`config.mk`:
```
export PLATFORM = sky130hd
export DESIGN_NAME = tag_capture
export DESIGN_NICKNAME = d
export VERILOG_FILES = /design/src/rtl/tc_pkg.sv /design/src/rtl/tc_stamp.sv /design/src/rtl/tc_match.sv /design/src/rtl/tc_fifo.sv /design/src/rtl/tag_capture.sv
export SDC_FILE = /design/constraint.sdc
export NUM_CORES = 1
export LEC_CHECK = 0
export ABC_AREA = 0
export BUFFER_PORTS_ARGS = -buffer_cell sky130_fd_sc_hd__buf_2
export CELL_PAD_IN_SITES_DETAIL_PLACEMENT = 0
export CELL_PAD_IN_SITES_GLOBAL_PLACEMENT = 2
export CORE_UTILIZATION = 38
export DETAILED_ROUTE_END_ITERATION = 7
export PLACE_DENSITY = 0.69
export SLEW_MARGIN = 20
export SYNTH_ARGS = -nofsm -noshare
export SYNTH_HDL_FRONTEND = slang
export SYNTH_SLANG_ARGS = --single-unit
```
`constraint.sdc`:
```
create_clock -name clk_i -period 5.2 [get_ports clk_i]
set_input_delay 0.78 -clock clk_i [delete_from_list [all_inputs] [get_ports clk_i]]
set_output_delay 0.78 -clock clk_i [all_outputs]
set_load 0.02 [all_outputs]
```
`src/rtl/tc_pkg.sv`:
```
package tc_pkg;
  localparam int TS_W = 32;
  localparam int ID_W = 16;
  localparam logic [15:0] MARK_ENTRY = 16'hAAAA;
  localparam logic [15:0] MARK_EXIT  = 16'h5555;

  typedef enum logic [1:0] {
    KIND_UNK   = 2'b00,
    KIND_ENTRY = 2'b01,
    KIND_EXIT  = 2'b10
  } tag_kind_e;

  typedef struct packed {
    logic [TS_W-1:0] ts;
    logic [ID_W-1:0] id;
    tag_kind_e       kind;
  } tag_rec_t;
endpackage

```
`src/rtl/tc_stamp.sv`:
```
module tc_stamp #(
  parameter int W = 32
) (
  input  logic         clk_i,
  input  logic         rst_ni,
  output logic [W-1:0] ts_o
);
  logic [W-1:0] cnt_q;

  always_ff @(posedge clk_i or negedge rst_ni) begin
    if (!rst_ni) cnt_q <= '0;
    else         cnt_q <= cnt_q + 1'b1;
  end

  assign ts_o = cnt_q;

  AST_TS_RUN: assert property (@(posedge clk_i) disable iff (!rst_ni)
    1'b1 |=> (cnt_q == $past(cnt_q) + 1'b1));
endmodule

```
`src/rtl/tc_match.sv`:
```
module tc_match
  import tc_pkg::*;
(
  input  logic        arm_i,
  input  logic [31:0] tag_addr_i,
  input  logic [15:0] wr_code_i,
  input  logic [31:0] addr_i,
  input  logic [31:0] data_i,
  input  logic [15:0] status_i,
  input  logic        strb_i,
  output logic        hit_o,
  output tag_kind_e   kind_o,
  output logic [15:0] id_o
);
  logic addr_eq, stat_eq;

  assign addr_eq = (addr_i == tag_addr_i);
  assign stat_eq = (status_i == wr_code_i);
  assign hit_o   = arm_i & strb_i & addr_eq & stat_eq;
  assign id_o    = data_i[15:0];

  always_comb begin
    if (data_i[31:16] == MARK_ENTRY)     kind_o = KIND_ENTRY;
    else if (data_i[31:16] == MARK_EXIT) kind_o = KIND_EXIT;
    else                                 kind_o = KIND_UNK;
  end
endmodule

```
`src/rtl/tc_fifo.sv`:
```
module tc_fifo #(
  parameter  int DW    = 50,
  parameter  int DEPTH = 16,
  localparam int AW    = (DEPTH > 1) ? $clog2(DEPTH) : 1,
  localparam int CW    = $clog2(DEPTH + 1)
) (
  input  logic          clk_i,
  input  logic          rst_ni,
  input  logic          push_i,
  input  logic [DW-1:0] data_i,
  input  logic          pop_i,
  output logic          valid_o,
  output logic [DW-1:0] data_o,
  output logic [CW-1:0] count_o,
  output logic          ovf_o
);
  logic [DW-1:0] mem_q [DEPTH];
  logic [AW-1:0] wr_q, rd_q;
  logic [CW-1:0] cnt_q;
  logic          ovf_q;
  logic          full, do_push, do_pop;

  function automatic logic [AW-1:0] ptr_inc(input logic [AW-1:0] p);
    return (p == AW'(DEPTH - 1)) ? '0 : p + 1'b1;
  endfunction

  // full is judged before any same-edge pop
  assign full    = (cnt_q == CW'(DEPTH));
  assign do_push = push_i && !full;
  assign do_pop  = pop_i && (cnt_q != '0);

  always_ff @(posedge clk_i) begin
    if (do_push) mem_q[wr_q] <= data_i;
  end

  always_ff @(posedge clk_i or negedge rst_ni) begin
    if (!rst_ni) begin
      wr_q  <= '0;
      rd_q  <= '0;
      cnt_q <= '0;
      ovf_q <= 1'b0;
    end else begin
      if (do_push) wr_q <= ptr_inc(wr_q);
      if (do_pop)  rd_q <= ptr_inc(rd_q);
      case ({do_push, do_pop})
        2'b10:   cnt_q <= cnt_q + 1'b1;
        2'b01:   cnt_q <= cnt_q - 1'b1;
        default: cnt_q <= cnt_q;
      endcase
      if (push_i && full) ovf_q <= 1'b1;
    end
  end

  assign valid_o = (cnt_q != '0);
  assign data_o  = mem_q[rd_q];
  assign count_o = cnt_q;
  assign ovf_o   = ovf_q;

  AST_COUNT_STEP: assert property (@(posedge clk_i) disable iff (!rst_ni)
    1'b1 |=> (cnt_q == $past(cnt_q) || cnt_q == $past(cnt_q) + 1'b1
              || cnt_q + 1'b1 == $past(cnt_q)));
  AST_COUNT_BOUND: assert property (@(posedge clk_i) disable iff (!rst_ni)
    cnt_q <= CW'(DEPTH));
  AST_OVF_SET: assert property (@(posedge clk_i) disable iff (!rst_ni)
    (push_i && cnt_q == CW'(DEPTH)) |=> (ovf_o && cnt_q <= $past(cnt_q)));
  AST_OVF_STICKY: assert property (@(posedge clk_i) disable iff (!rst_ni)
    ovf_o |=> ovf_o);
endmodule

```
`src/rtl/tag_capture.sv`:
```
module tag_capture
  import tc_pkg::*;
#(
  parameter  int FIFO_DEPTH = 16,
  localparam int CNT_W      = $clog2(FIFO_DEPTH + 1)
) (
  input  logic             clk_i,
  input  logic             rst_ni,
  input  logic             arm_i,
  input  logic [31:0]      tag_addr_i,
  input  logic [15:0]      wr_code_i,
  input  logic [31:0]      bus_addr_i,
  input  logic [31:0]      bus_data_i,
  input  logic [15:0]      bus_status_i,
  input  logic             bus_wr_i,
  output logic             rec_valid_o,
  input  logic             rec_ready_i,
  output logic [31:0]      rec_ts_o,
  output logic [15:0]      rec_id_o,
  output logic [1:0]       rec_kind_o,
  output logic [CNT_W-1:0] fill_o,
  output logic             ovf_o
);
  localparam int REC_W = $bits(tag_rec_t);

  logic [TS_W-1:0]  ts;
  logic             hit;
  tag_kind_e        kind;
  logic [ID_W-1:0]  id;
  tag_rec_t         rec_in, rec_out;
  logic [REC_W-1:0] rec_out_raw;

  tc_stamp #(.W(TS_W)) i_stamp (
    .clk_i  (clk_i),
    .rst_ni (rst_ni),
    .ts_o   (ts)
  );

  tc_match i_match (
    .arm_i      (arm_i),
    .tag_addr_i (tag_addr_i),
    .wr_code_i  (wr_code_i),
    .addr_i     (bus_addr_i),
    .data_i     (bus_data_i),
    .status_i   (bus_status_i),
    .strb_i     (bus_wr_i),
    .hit_o      (hit),
    .kind_o     (kind),
    .id_o       (id)
  );

  always_comb begin
    rec_in.ts   = ts;
    rec_in.id   = id;
    rec_in.kind = kind;
  end

  tc_fifo #(.DW(REC_W), .DEPTH(FIFO_DEPTH)) i_fifo (
    .clk_i   (clk_i),
    .rst_ni  (rst_ni),
    .push_i  (hit),
    .data_i  (rec_in),
    .pop_i   (rec_ready_i),
    .valid_o (rec_valid_o),
    .data_o  (rec_out_raw),
    .count_o (fill_o),
    .ovf_o   (ovf_o)
  );

  assign rec_out    = tag_rec_t'(rec_out_raw);
  assign rec_ts_o   = rec_out.ts;
  assign rec_id_o   = rec_out.id;
  assign rec_kind_o = rec_out.kind;

  AST_DISARMED_NO_GROWTH: assert property (@(posedge clk_i) disable iff (!rst_ni)
    !arm_i |=> (fill_o <= $past(fill_o)));
  AST_VALID_MATCHES_FILL: assert property (@(posedge clk_i) disable iff (!rst_ni)
    rec_valid_o == (fill_o != '0));
  AST_KIND_LEGAL: assert property (@(posedge clk_i) disable iff (!rst_ni)
    rec_valid_o |-> (rec_kind_o != 2'b11));
endmodule

```
==> reports/qor.txt <==
status = completed
Pleak = 0.0142 µW
cell taking the most area after synthesis = edfxtp_1
Place WS = 1090 ps
Synth Area per Inst = 18.7 µm²
Final Cycle Share = 87.6%
gp weighted congestion = 0.727
Total GRT Usage = 18.0%
drt via density = 5.31
CTS HTree Levels = 3
Worst Setup End Kind = output pin
Post-Route Skew = 19.8 ps
die area = 89,300 µm²
DRC = 0
Bufs and invs on worst path = 3
sequential-to-total area share from yosys stat = 75.2%
Max VDD drop = 0.235 mV
WL met3 = 3040 µm
TNS Setup = 0 ps
layout cell share with drive strength beyond 1 = 25.7%
CTS Buffer Depth = 3
#FFs+latches synth = 846
# hold bufs at CTS = 0
placed cells = 3,079
most frequent cells after synthesis = edfxtp_1, mux2i_1, o21ai_0, mux4_2, nand2_1
final hold vios = 0
EDFF count, synth = 800
Top FF cell, synth = edfxtp_1
CTS Sinks = 846
Critical Path AT = 3770 ps
delay-heaviest family, CP = buffers and inverters
power per cell area = 467 nW/µm²
CP max FO = 46
CTS tree = done
Core Region = 87,000 µm²
buffers added on ports = 189
grt ovf = 0
relative slew slack = 24.6%
Syn Inst Count = 1,786
Req. time, crit path = 4420 ps
row cnt = 108
slowest stage delay, CP = 830 ps
Num CTS Buffers = 88
area share of the largest cell type after synthesis = 71.8%
Routed met2 length = 40,700 µm
first-pass GRT wire length = 119,000 µm
Pins Over Slew Limit = 0
Finished Layout Cells = 3,241
Mapped Nets = 1,928
vias in the first global route = 18,035
final setup fails = 0
DIE HEIGHT = 299 µm
Clock Pin Slew Worst Setup and Hold Paths = 60 ps
Wirelength per Cell = 24.6 µm
RSZ-0062 raised after global routing = no
critical path launch point type = register
Critical R2R Launch = i_fifo.count_o[1]
Hold Path Class = primary input to async pin
clock root cell = clkbuf_16
final setup margin = 647 ps
Post-Syn Area = 33,500 µm²
initial antenna violation count = 1
Initial Util = 38.5%
synth warn = 0
FF-to-FF setup slack = 1910 ps
Placed Area = 35,900 µm²
Die Wd = 299 µm
TritonRoute pass-1 iters = 5
post-synth cell types = 45
hpwl dp = 43,400 µm
Resized Gates After CTS = 0
largest net degree at the start of global routing = 56
final instance area = 38,700 µm²
largest cells by area after synthesis = edfxtp_1, mux4_2, mux2i_1
Initial DRC Count = 1,387
Max-Cap Viols = 0
DR vias = 17,201
Final min period = 4550 ps
CP startpoint = i_fifo.rd_q[1]
antenna viol nets, final = 0
final net count = 2,157
CP dominant cell by count = buf_4
count leader, synth = edfxtp_1
WL met1 = 35,100 µm
asr flop ratio synth = 5.44%
setup bufs post-CTS = 0
Layout Utilization = 44.5%
Max Fclk = 220 MHz
cells along the critical path = buf_4 > buf_4 > mux4_2 > a22oi_1 > nand2_1 > buf_2
actual slew at the worst max-slew pin = 1130 ps
worst skew pair latency = 640 ps
DR top layer = met5
Setup CP Type = register to output pin
Slowest-stage cell, CP = dfrtp_4
Area growth syn-to-layout = 15.6%
I/O Pins = 190
final wirelength = 79,800 µm
Fillers = 7,554
routing by layer:
layer  vias to the layer above  track usage, %
li1                       7698               -
met3                        77            2.50
met2                       344            31.0
met4                         2            4.05
met5                         -               0
met1                      9080            24.2
placed cells by master, fill, tap and decap left out, types with 12 or more instances in the layout:
cell type / count
dfrtp_1: 42
a21oi_1: 55
xnor2_1: 46
clkbuf_16: 90
a22oi_1: 51
and3_4: 15
nand4_1: 12
mux4_2: 100
mux2_2: 53
xor2_1: 40
o21ai_0: 107
edfxtp_1: 800
nand3_1: 14
mux2i_1: 150
a221oi_1: 50
buf_2: 189
clkinv_1: 14
buf_4: 33
clkbuf_1: 26
nor2_1: 13
nand2_1: 73
final cells by class:
type,instances,area [µm²],share of cell area [%]
Antenna cell,2,5.00,0.0129
Clock buffer,121,2420,6.25
Clock inverter,38,337,0.870
Inverter,7,26.3,0.0679
Multi-Input combinational cell,842,7920,20.5
Sequential cell,846,25200,65.1
Tap cell,1155,1450,3.73
Timing Repair Buffer,230,1360,3.52
kinds of logic (layout without fill, tap and decap cells):
| logic type | count (synthesis) | after routing | synth area share, % |
|---|---|---|---|
| compound gates | 270 | 270 | 5.03 |
| xor+xnor | 86 | 86 | 2.25 |
| fa+ha+maj | 9 | 9 | 0.336 |
| buf+inv | 98 | 396 | 1.40 |
| flops | 846 | 846 | 75.2 |
| mux | 303 | 303 | 13.0 |
| other cells | 0 | 2 | 0 |
| simple gates | 174 | 174 | 2.76 |
where the power goes:
part           leakage (µW)  internal (µW)  switching, µW
clock network       0.00134           3460           2570
logic               0.00395           1640           2660
registers           0.00890           7420            328
total                0.0142          12500           5560
path summary, 6_finish.rpt:
check,to,cells after the start
max,rec_ts_o[22],6
min,i_fifo.wr_q[2],2
max reg2reg,i_fifo.count_o[4],13
min reg2reg,i_fifo.ovf_o,1
max in group asynchronous,i_fifo.rd_q[0],2
min in group clk_i,i_fifo.ovf_o,1
flip-flops by register name, indices dropped and copies added, names as in the netlist:
name and flops:
i_fifo.mem_q 800, i_fifo.wr_q 4, i_stamp.ts_o 32, i_fifo.ovf_o 1
i_fifo.rd_q 4, i_fifo.count_o 5
metrics by stage:
step                      power (µW)  hold slack, ps
after global routing           18800             329
final                          18100             272
after floorplan                10700             484
after CTS                      18300             276
after global placement         12300             459
after detailed placement       12300             467
(Power assumes the default switching activity.)
